--- src/rtl/shadow_pkg.sv ---
package shadow_pkg;

    localparam int SEG_SHIFT  = 14;
    localparam int FIRST_BLK  = 48;
    localparam int NUM_SEGS   = 12;
    localparam int NUM_REGS   = NUM_SEGS / 2;
    localparam int SEG_W      = $clog2(NUM_SEGS);
    localparam int CFG_IDX_W  = 3;
    localparam int CFG_DATA_W = 8;

    typedef logic [1:0] attr_t;

    typedef enum logic {
        DEST_IO  = 1'b0,
        DEST_MEM = 1'b1
    } dest_e;

    typedef struct packed {
        logic  hit;
        dest_e dest;
        logic  split;
    } route_t;

    function automatic dest_e read_dest(attr_t a);
        return a[0] ? DEST_MEM : DEST_IO;
    endfunction

    function automatic dest_e write_dest(attr_t a);
        return a[1] ? DEST_MEM : DEST_IO;
    endfunction

endpackage

--- src/rtl/shadow_attr_regs.sv ---
module shadow_attr_regs
    import shadow_pkg::*;
#(
    parameter int N_REGS = NUM_REGS,
    parameter int IDX_W  = CFG_IDX_W
) (
    input  logic                        clk,
    input  logic                        rst,
    input  logic                        we,
    input  logic [IDX_W-1:0]            idx,
    input  logic [CFG_DATA_W-1:0]       wdata,
    output logic [CFG_DATA_W-1:0]       rdata,
    output attr_t [2*N_REGS-1:0]        seg_attr
);

    attr_t lo_q [N_REGS];
    attr_t hi_q [N_REGS];

    for (genvar k = 0; k < N_REGS; k++) begin : g_reg
        always_ff @(posedge clk) begin
            if (rst) begin
                lo_q[k] <= '0;
                hi_q[k] <= '0;
            end else if (we && idx == IDX_W'(k)) begin
                lo_q[k] <= wdata[1:0];
                hi_q[k] <= wdata[5:4];
            end
        end
        assign seg_attr[2*k]   = lo_q[k];
        assign seg_attr[2*k+1] = hi_q[k];
    end

    always_comb begin
        rdata = '0;
        for (int k = 0; k < N_REGS; k++) begin
            if (idx == IDX_W'(k)) begin
                rdata = {2'b00, hi_q[k], 2'b00, lo_q[k]};
            end
        end
    end

endmodule

--- src/rtl/shadow_seg_decode.sv ---
module shadow_seg_decode
    import shadow_pkg::*;
#(
    parameter int ADDR_W = 32
) (
    input  logic [ADDR_W-1:0] addr,
    output logic              hit,
    output logic [SEG_W-1:0]  seg
);

    localparam int BLK_W = ADDR_W - SEG_SHIFT;

    logic [BLK_W-1:0] blk;
    logic [BLK_W-1:0] off;

    assign blk = addr[ADDR_W-1:SEG_SHIFT];
    assign off = blk - BLK_W'(FIRST_BLK);
    assign hit = (blk >= BLK_W'(FIRST_BLK)) && (off < BLK_W'(NUM_SEGS));
    assign seg = hit ? off[SEG_W-1:0] : '0;

endmodule

--- src/rtl/shadow_route_pick.sv ---
module shadow_route_pick
    import shadow_pkg::*;
(
    input  logic   hit,
    input  attr_t  attr,
    input  logic   is_write,
    input  logic   lock,
    output route_t route
);

    dest_e rd_d;
    dest_e wr_d;

    always_comb begin
        rd_d        = read_dest(attr);
        wr_d        = write_dest(attr);
        route.hit   = hit;
        route.dest  = !hit ? DEST_IO : (is_write ? wr_d : rd_d);
        route.split = hit && lock && (rd_d != wr_d);
    end

endmodule

--- src/rtl/legacy_shadow_router.sv ---
module legacy_shadow_router
    import shadow_pkg::*;
#(
    parameter int ADDR_W = 32
) (
    input  logic                  clk,
    input  logic                  rst,
    input  logic                  cfg_we,
    input  logic [CFG_IDX_W-1:0]  cfg_idx,
    input  logic [CFG_DATA_W-1:0] cfg_wdata,
    output logic [CFG_DATA_W-1:0] cfg_rdata,
    input  logic                  req_valid,
    input  logic [ADDR_W-1:0]     req_addr,
    input  logic                  req_write,
    input  logic                  req_lock,
    output logic                  rsp_valid,
    output logic                  rsp_hit,
    output logic                  rsp_dest,
    output logic                  rsp_split
);

    attr_t [NUM_SEGS-1:0] seg_attr;
    logic                 dec_hit;
    logic [SEG_W-1:0]     dec_seg;
    attr_t                cur_attr;
    route_t               route_d;
    route_t               route_q;
    logic                 valid_q;

    shadow_attr_regs #(
        .N_REGS (NUM_REGS),
        .IDX_W  (CFG_IDX_W)
    ) u_regs (
        .clk      (clk),
        .rst      (rst),
        .we       (cfg_we),
        .idx      (cfg_idx),
        .wdata    (cfg_wdata),
        .rdata    (cfg_rdata),
        .seg_attr (seg_attr)
    );

    shadow_seg_decode #(
        .ADDR_W (ADDR_W)
    ) u_dec (
        .addr (req_addr),
        .hit  (dec_hit),
        .seg  (dec_seg)
    );

    always_comb begin
        cur_attr = '0;
        for (int s = 0; s < NUM_SEGS; s++) begin
            if (dec_seg == SEG_W'(s)) begin
                cur_attr = seg_attr[s];
            end
        end
    end

    shadow_route_pick u_pick (
        .hit      (dec_hit),
        .attr     (cur_attr),
        .is_write (req_write),
        .lock     (req_lock),
        .route    (route_d)
    );

    always_ff @(posedge clk) begin
        if (rst) begin
            valid_q <= 1'b0;
            route_q <= '{hit: 1'b0, dest: DEST_IO, split: 1'b0};
        end else begin
            valid_q <= req_valid;
            if (req_valid) begin
                route_q <= route_d;
            end else begin
                route_q <= '{hit: 1'b0, dest: DEST_IO, split: 1'b0};
            end
        end
    end

    assign rsp_valid = valid_q;
    assign rsp_hit   = route_q.hit;
    assign rsp_dest  = route_q.dest;
    assign rsp_split = route_q.split;

endmodule

--- config.mk ---
export PLATFORM = sky130hd
export DESIGN_NAME = legacy_shadow_router
export DESIGN_NICKNAME = d
export VERILOG_FILES = /design/src/rtl/shadow_pkg.sv /design/src/rtl/shadow_attr_regs.sv /design/src/rtl/shadow_seg_decode.sv /design/src/rtl/shadow_route_pick.sv /design/src/rtl/legacy_shadow_router.sv
export SDC_FILE = /design/constraint.sdc
export NUM_CORES = 1
export LEC_CHECK = 0
export BUFFER_PORTS_ARGS = -buffer_cell sky130_fd_sc_hd__buf_2
export CAP_MARGIN = 20
export CORE_AREA = 5 5 63 65
export DETAILED_ROUTE_END_ITERATION = 10
export DIE_AREA = 0 0 68 70
export PLACE_DENSITY = 0.82
export RECOVER_POWER = 50
export SYNTH_ARGS = -nofsm -noshare
export SYNTH_HDL_FRONTEND = slang
export SYNTH_SLANG_ARGS = --single-unit
--- constraint.sdc ---
create_clock -name clk -period 4.3 [get_ports clk]
set_input_delay 0.215 -clock clk [delete_from_list [all_inputs] [get_ports clk]]
set_output_delay 0.215 -clock clk [all_outputs]
set_load 0.1 [all_outputs]
==> results of run 1 <==
state kept, by name (all words and copies together) (netlist names):
name	cells
rsp_hit	1
rsp_valid	1
u_regs.hi_q	12
rsp_dest	1
rsp_split	1
u_regs.lo_q	12
metrics by stage:
stage | hold WS [ns] | std cells | setup WS, ns
after floorplan | 0.331 | 162 | 1.50
after global placement | 0.439 | 233 | 2.45
after detailed placement | 0.441 | 233 | 2.41
after CTS | 0.0751 | 237 | 2.39
after global routing | 0.0881 | 237 | 1.93
final | 0.0753 | 237 | 2.11
layout make-up:
class,count,share of cell area
timing repair buffer,38,0.0985
sequential,28,0.423
clock buffer,4,0.0192
tap,46,0.0304
inverter,3,0.00595
multi-input combinational,118,0.423
worst max-delay path by stage:
stage	startpoint	to	slack (ns)	cells past startpoint
5_1_grt	cfg_idx[0]	cfg_rdata[5]	1.93	6
3_5_place_dp	req_addr[15]	rsp_split	2.41	7
4_1_cts	u_regs.hi_q[1][2]	cfg_rdata[4]	2.39	4
3_3_place_gp	req_addr[15]	rsp_split	2.45	7
6_report	cfg_idx[0]	cfg_rdata[5]	2.11	6
2_1_floorplan	cfg_idx[0]	cfg_rdata[0]	1.50	4
metal layers:
| layer | vias up | global-route usage |
|---|---|---|
| li1 | 647 | - |
| met1 | 631 | 0.199 |
| met2 | 68 | 0.296 |
| met3 | 12 | 0.0288 |
| met4 | 0 | 0.0596 |
| met5 | - | 0 |
power breakdown:
group | switching, mW | internal, mW
clock | 0.0756 | 0.0519
combinational | 0.0943 | 0.0381
sequential | 0.0106 | 0.311
total | 0.181 | 0.401
kinds of logic (layout without fill, tap and decap cells):
kind of cell | count (synthesis) | in the layout | share of synthesized area
simple gates | 73 | 73 | 0.246
compound gates | 30 | 30 | 0.129
flops | 28 | 28 | 0.478
buf+inv | 16 | 45 | 0.0515
mux | 11 | 11 | 0.0933
other cells | 1 | 4 | 0.00224
worst max-delay path, stage by stage:
cell      delay (ns)
clkbuf_1        0.66
mux2i_1         0.16
nor2_1          0.12
a31oi_1         0.06
o221ai_1        0.27
buf_2           0.48
cell usage in the layout (no fill, tap or decap), drive strengths merged:
master	netlist	routed
mux2	1	1
nor2	12	12
dfxtp	4	4
o31ai	1	1
a211oi	1	1
nand2b	4	4
inv	3	3
mux2i	7	7
o311a	1	1
a2111o	1	1
and2	25	25
nor4	3	3
o311ai	1	1
nor3	2	2
o22ai	3	3
nand2	12	12
nand4	2	2
nand4b	1	1
o21ai	4	4
and2b	3	3
a31oi	4	4
and3b	1	1
a22o	1	1
nor2b	3	3
a21oi	3	3
conb	1	4
nand3	2	2
or3	1	1
mux4	3	3
nor3b	1	1
a22oi	1	1
clkbuf	5	7
buf	8	35
a311oi	1	1
o221ai	3	3
edfxtp	24	24
a21o	2	2
a31o	3	3
nor4bb	1	1
==> impl_metrics.json, run 1 <==
{
  "ctsRootBufferMaster": "clkbuf_4",
  "synth_async_reset_ratio": 0,
  "hold_path_class": "input port to flop",
  "netlist_instances": 159,
  "yosysMostFrequentCell": "and2_1",
  "finalMaxSlewViolations": 0,
  "cts_buffers": 3,
  "yosysTopAreaCellShare": 0.430,
  "cellPowerDensity_nw_per_um2": 307,
  "detail_route.iter0.violations": 138,
  "yosysTopAreaCell": "edfxtp_1",
  "cts_setup_buffers": 0,
  "post_route_cells_drive_above_1_share": 0.257,
  "criticalPathCategory": "input port to output port",
  "initial_core_util": 0.510,
  "drt-met1-wl_um": 1580,
  "synth.top_cells.by_count": "and2_1, edfxtp_1, nor2_1",
  "wirelength_um": 3860,
  "top_layer": "met4",
  "timing.hold.worst_endpoint": "rsp_split",
  "seq_area_um2": 801,
  "slew_headroom": 0.391,
  "final_gp_congestion": 0.841,
  "timing.rr.end": "rsp_split",
  "worst_clock_skew_ns": 0.0125,
  "cts_buffer_depth": 2,
  "critical_path_required_ns": 4.09,
  "synth-warning-count": 0,
  "grt_max_degree": 18,
  "wl_met3_um": 310,
  "finish.net_count": 241,
  "grt_pass1_vias": 1364,
  "synth-seq-area-share": 0.478,
  "ir_drop_uv": 188,
  "die_area_um2": 4760,
  "cts_htree_levels": 1,
  "setup_violations": 0,
  "grt_antenna_before_repair": 0,
  "total_negative_setup_slack_ns": 0,
  "via_per_instance_ratio": 5.73,
  "register_bit_count_reported_by_yosys": 28,
  "met2_wirelength_um": 1880,
  "synth.area.top_cells": "edfxtp_1, and2_1, dfxtp_1, mux2i_1, buf_4",
  "final_antenna_net_count": 0,
  "post_cts.resized_instances": 0,
  "clk_pin_slew_worst_paths_ns": 0.15,
  "synth_cell_types": 42,
  "detailroute.via_count": 1358,
  "std_cell_rows": 21,
  "final.fill_count": 290,
  "worstMarginPinSlew_ns": 0.914,
  "worstPathArrival_ns": 1.97,
  "worstPathMaxFanout": 16,
  "worst_hold_startpoint": "req_lock",
  "min_delay_path_depth": 3,
  "tritoncts": "done",
  "post_synth.cell_area_avg_um2": 10.5,
  "reg2reg_setup_slack_ns": 2.52,
  "global_route.usage.total": 0.168,
  "post_synth_edffs": 24,
  "totalPowerFinal_mw": 0.581,
  "cts_hold_buf": 0,
  "clock_sink_count": 28,
  "max_cap_viol_count": 0,
  "multi_input_gate_area_um2": 801,
  "drcViolationCount": 0,
  "dpl_cell_area_um2": 1860,
  "clock_latency_at_the_later_pin_of_the_worst_skew_pair_ns": 0.33,
  "antenna_cells_inserted": 0,
  "worst_setup_path_end_kind": "output port",
  "dominantRegCellSynth": "edfxtp_1",
  "grt_first_pass_wirelength_um": 6150,
  "crit_path_start_kind": "input port",
  "io_buf_count": 38,
  "finalWorstPathRequiredPeriod_ns": 2.19,
  "detailed_routing_iteration_count_for_the_pre_antenna_repair_pass": 4,
  "dp.final_hpwl_um": 3110,
  "die_h_um": 70,
  "final_core_util": 0.576,
  "period_share": 0.509,
  "post_synth_instance_area_um2": 1680,
  "power.leakage_nw": 0.758,
  "r2r.worst_path.cells": 6,
  "io_pins": 61,
  "result_of_the_run": "finished, final reports clean",
  "post-route-cell-area_um2": 1890,
  "r2r-start": "u_regs.hi_q[0][3]",
  "grt_remaining_overflow": 0,
  "detail_route.wl_per_cell_um": 16.3,
  "setup_repair_after_global_routing_missed_its_margin": "no",
  "hold_viol": 0,
  "syn_to_final_growth_pct": 12.9,
  "die-width_um": 68,
  "fmaxAchievable_ghz": 0.457,
  "placeableCoreArea_um2": 3280
}
Note: power is estimated with default switching activity, not from simulation.
==> inputs of run 2 (changes only) <==
--- a/config.mk
+++ b/config.mk
@@ -7,10 +7,10 @@
 export LEC_CHECK = 0
 export BUFFER_PORTS_ARGS = -buffer_cell sky130_fd_sc_hd__buf_2
 export CAP_MARGIN = 20
-export CORE_AREA = 5 5 63 65
+export CORE_AREA = 5 5 68 70
 export DETAILED_ROUTE_END_ITERATION = 10
-export DIE_AREA = 0 0 68 70
-export PLACE_DENSITY = 0.82
+export DIE_AREA = 0 0 73 75
+export PLACE_DENSITY = 0.74
 export RECOVER_POWER = 50
 export SYNTH_ARGS = -nofsm -noshare
 export SYNTH_HDL_FRONTEND = slang
==> constraint.sdc (replaced) <==
create_clock -name clk -period 2.01 [get_ports clk]
set_input_delay 0.1005 -clock clk [delete_from_list [all_inputs] [get_ports clk]]
set_output_delay 0.1005 -clock clk [all_outputs]
set_load 0.1 [all_outputs]
==> impl_metrics.json, run 2 (synthesis results as in run 1) <==
{
  "placeableCoreArea_um2": 3910,
  "clock_latency_at_the_later_pin_of_the_worst_skew_pair_ns": 0.27,
  "totalPowerFinal_mw": 1.41,
  "detail_route.wl_per_cell_um": 15.9,
  "finalHoldWorstSlack_ns": 0.0447,
  "setup_repair_after_global_routing_missed_its_margin": "no",
  "detailed_routing_iteration_count_for_the_pre_antenna_repair_pass": 4,
  "cts_setup_buffers": 0,
  "critical-path-slowest-cell": "a2111o_1",
  "final_core_util": 0.501,
  "finish.net_count": 241,
  "timing.hold.worst_endpoint": "rsp_split",
  "worst_clock_skew_ns": 0.00444,
  "worstPathMaxFanout": 3,
  "setup_violations": 0,
  "die_area_um2": 5480,
  "total_negative_setup_slack_ns": 0,
  "final_gp_congestion": 0.791,
  "initial_core_util": 0.428,
  "hold_viol": 0,
  "detailroute.via_count": 1300,
  "reg2reg_setup_slack_ns": 0.24,
  "dp.final_hpwl_um": 3040,
  "grt_max_degree": 18,
  "worst_hold_startpoint": "req_lock",
  "std_cell_rows": 23,
  "period_share": 0.882,
  "post_route_cells_drive_above_1_share": 0.283,
  "antenna_cells_inserted": 0,
  "grt_pass1_vias": 1268,
  "critical_path_required_ns": 2.21,
  "cts_htree_levels": 1,
  "die_h_um": 75,
  "criticalPathCategory": "flop to flop",
  "global_route.usage.total": 0.146,
  "crit_path_start": "u_regs.hi_q[0][3]",
  "worstPathCellList": "and3b_2 > a2111o_1 > a31oi_1 > o22ai_1 > or3_1 > a21oi_1",
  "cts_hold_buf": 0,
  "numPlacedInstances": 237,
  "die-width_um": 73,
  "io_pins": 61,
  "worst_setup_path_end_kind": "flop",
  "post-route-cell-area_um2": 1960,
  "cts_buffers": 3,
  "cts_buffer_depth": 2,
  "io_buf_count": 38,
  "r2r.worst_path.cells": 6,
  "finalMaxSlewViolations": 0,
  "ir_drop_uv": 426,
  "reg_top3": "u_regs.hi_q: 12 flops, u_regs.lo_q: 12 flops",
  "dpl_cell_area_um2": 1890,
  "wirelength_um": 3840,
  "cp_top_family": "compound AO/OA/AOI/OAI gates",
  "syn_to_final_growth_pct": 16.9,
  "tritoncts": "done",
  "grt_antenna_before_repair": 0,
  "cellPowerDensity_nw_per_um2": 720,
  "fmaxAchievable_ghz": 0.564,
  "cp.buffers_inverters": 0,
  "hold_path_class": "input port to flop",
  "post_cts.resized_instances": 0,
  "finalWorstPathRequiredPeriod_ns": 1.77,
  "layout.cells.most_common_list": "buf_2, edfxtp_1, and2_1",
  "timing.rr.end": "rsp_split",
  "result_of_the_run": "finished, final reports clean",
  "detail_route.iter0.violations": 101,
  "fin_cells": 241,
  "ctsRootBufferMaster": "clkbuf_8",
  "max_cap_viol_count": 0,
  "power.leakage_nw": 0.782,
  "setup_slack_placement_ns": 0.253,
  "r2r-start": "u_regs.hi_q[0][3]",
  "grt_first_pass_wirelength_um": 6050,
  "drcViolationCount": 0,
  "clock_sink_count": 28,
  "fin_ws_ns": 0.237,
  "worstPathArrival_ns": 1.98,
  "via_per_instance_ratio": 5.39,
  "biggest_cell_delay_along_the_critical_path_ns": 0.37,
  "clk_pin_slew_worst_paths_ns": 0.09,
  "layout_commonest_cell": "buf_2",
  "crit_path_start_kind": "flop",
  "grt_remaining_overflow": 0,
  "min_delay_path_depth": 3,
  "final_antenna_net_count": 0
}
-- run 2: layer usage --
layer | GRT usage | share of wire | vias to the layer above
met5 | 0 | 0 | -
met4 | 0.0430 | 0.019 | 0
met3 | 0.0414 | 0.087 | 8
met2 | 0.253 | 0.49 | 52
met1 | 0.175 | 0.40 | 595
li1 | - | - | 645
-- run 2: layout make-up --
class | instances | area (um2)
clock buffers | 3 | 41.3
clock inverters | 1 | 30.0
repair buffers | 38 | 188
well taps | 50 | 62.6
fillers | 375 | 1950
inverters | 3 | 11.3
flip-flops and latches | 28 | 801
multi-input cells | 118 | 826
-- run 2: worst max-delay path by stage --
stage	to	slack (ns)	cells after the start
after detailed placement	rsp_split	0.25	6
after floorplan	cfg_rdata[0]	0.06	4
after CTS	rsp_split	0.23	6
final	rsp_split	0.24	6
after global routing	rsp_split	0.12	6
after global placement	rsp_split	0.28	7
-- run 2: worst min-delay path: stages --
cell and delay [ns]:
buf_2 0.09, nand2_1 0.05, a21oi_1 0.04
-- run 2: power breakdown --
| part | internal (mW) | switching (mW) | total, mW |
|---|---|---|---|
| sequential | 0.665 | 0.0227 | 0.688 |
| combinational | 0.0853 | 0.204 | 0.289 |
| clock | 0.266 | 0.168 | 0.434 |
==> inputs of run 3 (changes only) <==
--- a/config.mk
+++ b/config.mk
@@ -10,7 +10,7 @@
 export CORE_AREA = 5 5 68 70
 export DETAILED_ROUTE_END_ITERATION = 10
 export DIE_AREA = 0 0 73 75
-export PLACE_DENSITY = 0.74
+export PLACE_DENSITY_LB_ADDON = 0.08
 export RECOVER_POWER = 50
 export SYNTH_ARGS = -nofsm -noshare
 export SYNTH_HDL_FRONTEND = slang
==> impl_metrics.json, run 3 (synthesis results as in run 1) <==
{
  "syn_to_final_growth_pct": 16.9,
  "via_per_instance_ratio": 5.54,
  "fin_ws_ns": 0.257,
  "layout.cells.most_common_list": "buf_2, edfxtp_1, and2_1",
  "criticalPathCategory": "flop to output port",
  "std_cell_rows": 23,
  "grt_pass1_vias": 1378,
  "hold_viol": 0,
  "grt_max_degree": 18,
  "totalPowerFinal_mw": 1.43,
  "cts_hold_buf": 0,
  "ctsRootBufferMaster": "clkbuf_8",
  "setup_slack_placement_ns": 0.231,
  "period_share": 0.872,
  "grt_first_pass_wirelength_um": 6500,
  "clk_pin_slew_worst_paths_ns": 0.10,
  "worst_setup_path_end_kind": "output port",
  "cts_buffers": 3,
  "global_route.usage.met1": 0.182,
  "wirelength_um": 4020,
  "worstPathCellList": "mux4_2 > inv_1 > o22ai_2 > buf_2",
  "slew_headroom": 0.658,
  "global_route.usage.total": 0.157,
  "finalHoldWorstSlack_ns": 0.0260,
  "final_antenna_net_count": 0,
  "clock_latency_at_the_later_pin_of_the_worst_skew_pair_ns": 0.28,
  "final.fill_count": 394,
  "fmaxAchievable_ghz": 0.571,
  "detailroute.via_count": 1336,
  "io_pins": 61,
  "global_route.usage.met2": 0.291,
  "worstPathArrival_ns": 1.65,
  "grt_remaining_overflow": 0,
  "finalWorstPathRequiredPeriod_ns": 1.75,
  "detailed_routing_iteration_count_for_the_pre_antenna_repair_pass": 4,
  "final_gp_congestion": 0.734,
  "grt.busiest_layer": "met2",
  "finalMaxSlewViolations": 0,
  "antenna_cells_inserted": 0,
  "critical-path-slowest-cell": "mux4_2",
  "grt_antenna_before_repair": 0,
  "worstPathMaxFanout": 2,
  "cts_buffer_depth": 2,
  "ir_drop_uv": 394,
  "power.leakage_nw": 0.781,
  "placeableCoreArea_um2": 3910,
  "cts_htree_levels": 1,
  "fin_cells": 241,
  "cellPowerDensity_nw_per_um2": 729,
  "dp.final_hpwl_um": 3240,
  "detail_route.iter0.violations": 97,
  "critical_path_required_ns": 1.91,
  "final_core_util": 0.501,
  "initial_core_util": 0.428,
  "die_area_um2": 5480,
  "hold_path_class": "input port to flop",
  "dpl_cell_area_um2": 1890,
  "result_of_the_run": "finished, final reports clean",
  "worstMarginPinSlew_ns": 0.512,
  "setup_violations": 0,
  "finish.net_count": 241,
  "clock_sink_count": 28,
  "reg_top3": "u_regs.hi_q: 12 flops, u_regs.lo_q: 12 flops",
  "post-route-cell-area_um2": 1960,
  "layout_commonest_cell": "buf_2",
  "numPlacedInstances": 237,
  "biggest_cell_delay_along_the_critical_path_ns": 0.48,
  "detail_route.wl_per_cell_um": 16.7,
  "post_route_cells_drive_above_1_share": 0.283,
  "setup_repair_after_global_routing_missed_its_margin": "no",
  "crit_path_start_kind": "flop",
  "global_routing_usage_on_met3": 0.0320,
  "tritoncts": "done",
  "max_cap_viol_count": 0,
  "cts_setup_buffers": 0,
  "post_cts.resized_instances": 0,
  "worst_clock_skew_ns": 0.00798,
  "die_h_um": 75,
  "io_buf_count": 38,
  "die-width_um": 73,
  "drcViolationCount": 0,
  "total_negative_setup_slack_ns": 0
}
## run 3: cell types whose count changed in the layout (fill, tap and decap cells not counted)
cell	delta
and2_0	+1
and2_1	-1
## run 3: critical path, delay by kind of cell, from the launching register on
| kind | cells | cell delay, ns |
|---|---|---|
| multiplexers | 1 | 0.48 |
| flip-flops | 1 | 0.43 |
| buffers and inverters | 2 | 0.40 |
| AO/OA/AOI/OAI | 1 | 0.07 |
## run 3: metal layers
metal,vias up,wire (um)
li1,646,-
met1,639,1640
met2,44,2030
met3,7,287
met4,0,65
met5,-,0
## run 3: worst paths after layout
check	slack, ns	cells after the start	to	startpoint
worst max-delay path	0.26	4	cfg_rdata[4]	u_regs.hi_q[1][2]
worst min-delay path	0.03	3	rsp_split	req_lock
worst max register to register	0.26	6	rsp_split	u_regs.hi_q[0][3]
worst min register to register	0.75	3	rsp_dest	u_regs.lo_q[0][0]
## run 3: cell type report
cell class / count / area (um2) / share of cell area
multi-input cells: 118 / 826 / 0.421
flip-flops and latches: 28 / 801 / 0.409
repair buffers: 38 / 188 / 0.0958
well taps: 50 / 62.6 / 0.0319
clock buffers: 3 / 41.3 / 0.0211
clock inverters: 1 / 30.0 / 0.0153
inverters: 3 / 11.3 / 0.00575
## run 3: power breakdown
| part | internal (mW) | leakage, nW | switching, mW |
|---|---|---|---|
| Combinational | 0.0853 | 0.481 | 0.207 |
| Sequential | 0.665 | 0.264 | 0.0214 |
| Clock | 0.267 | 0.0357 | 0.183 |
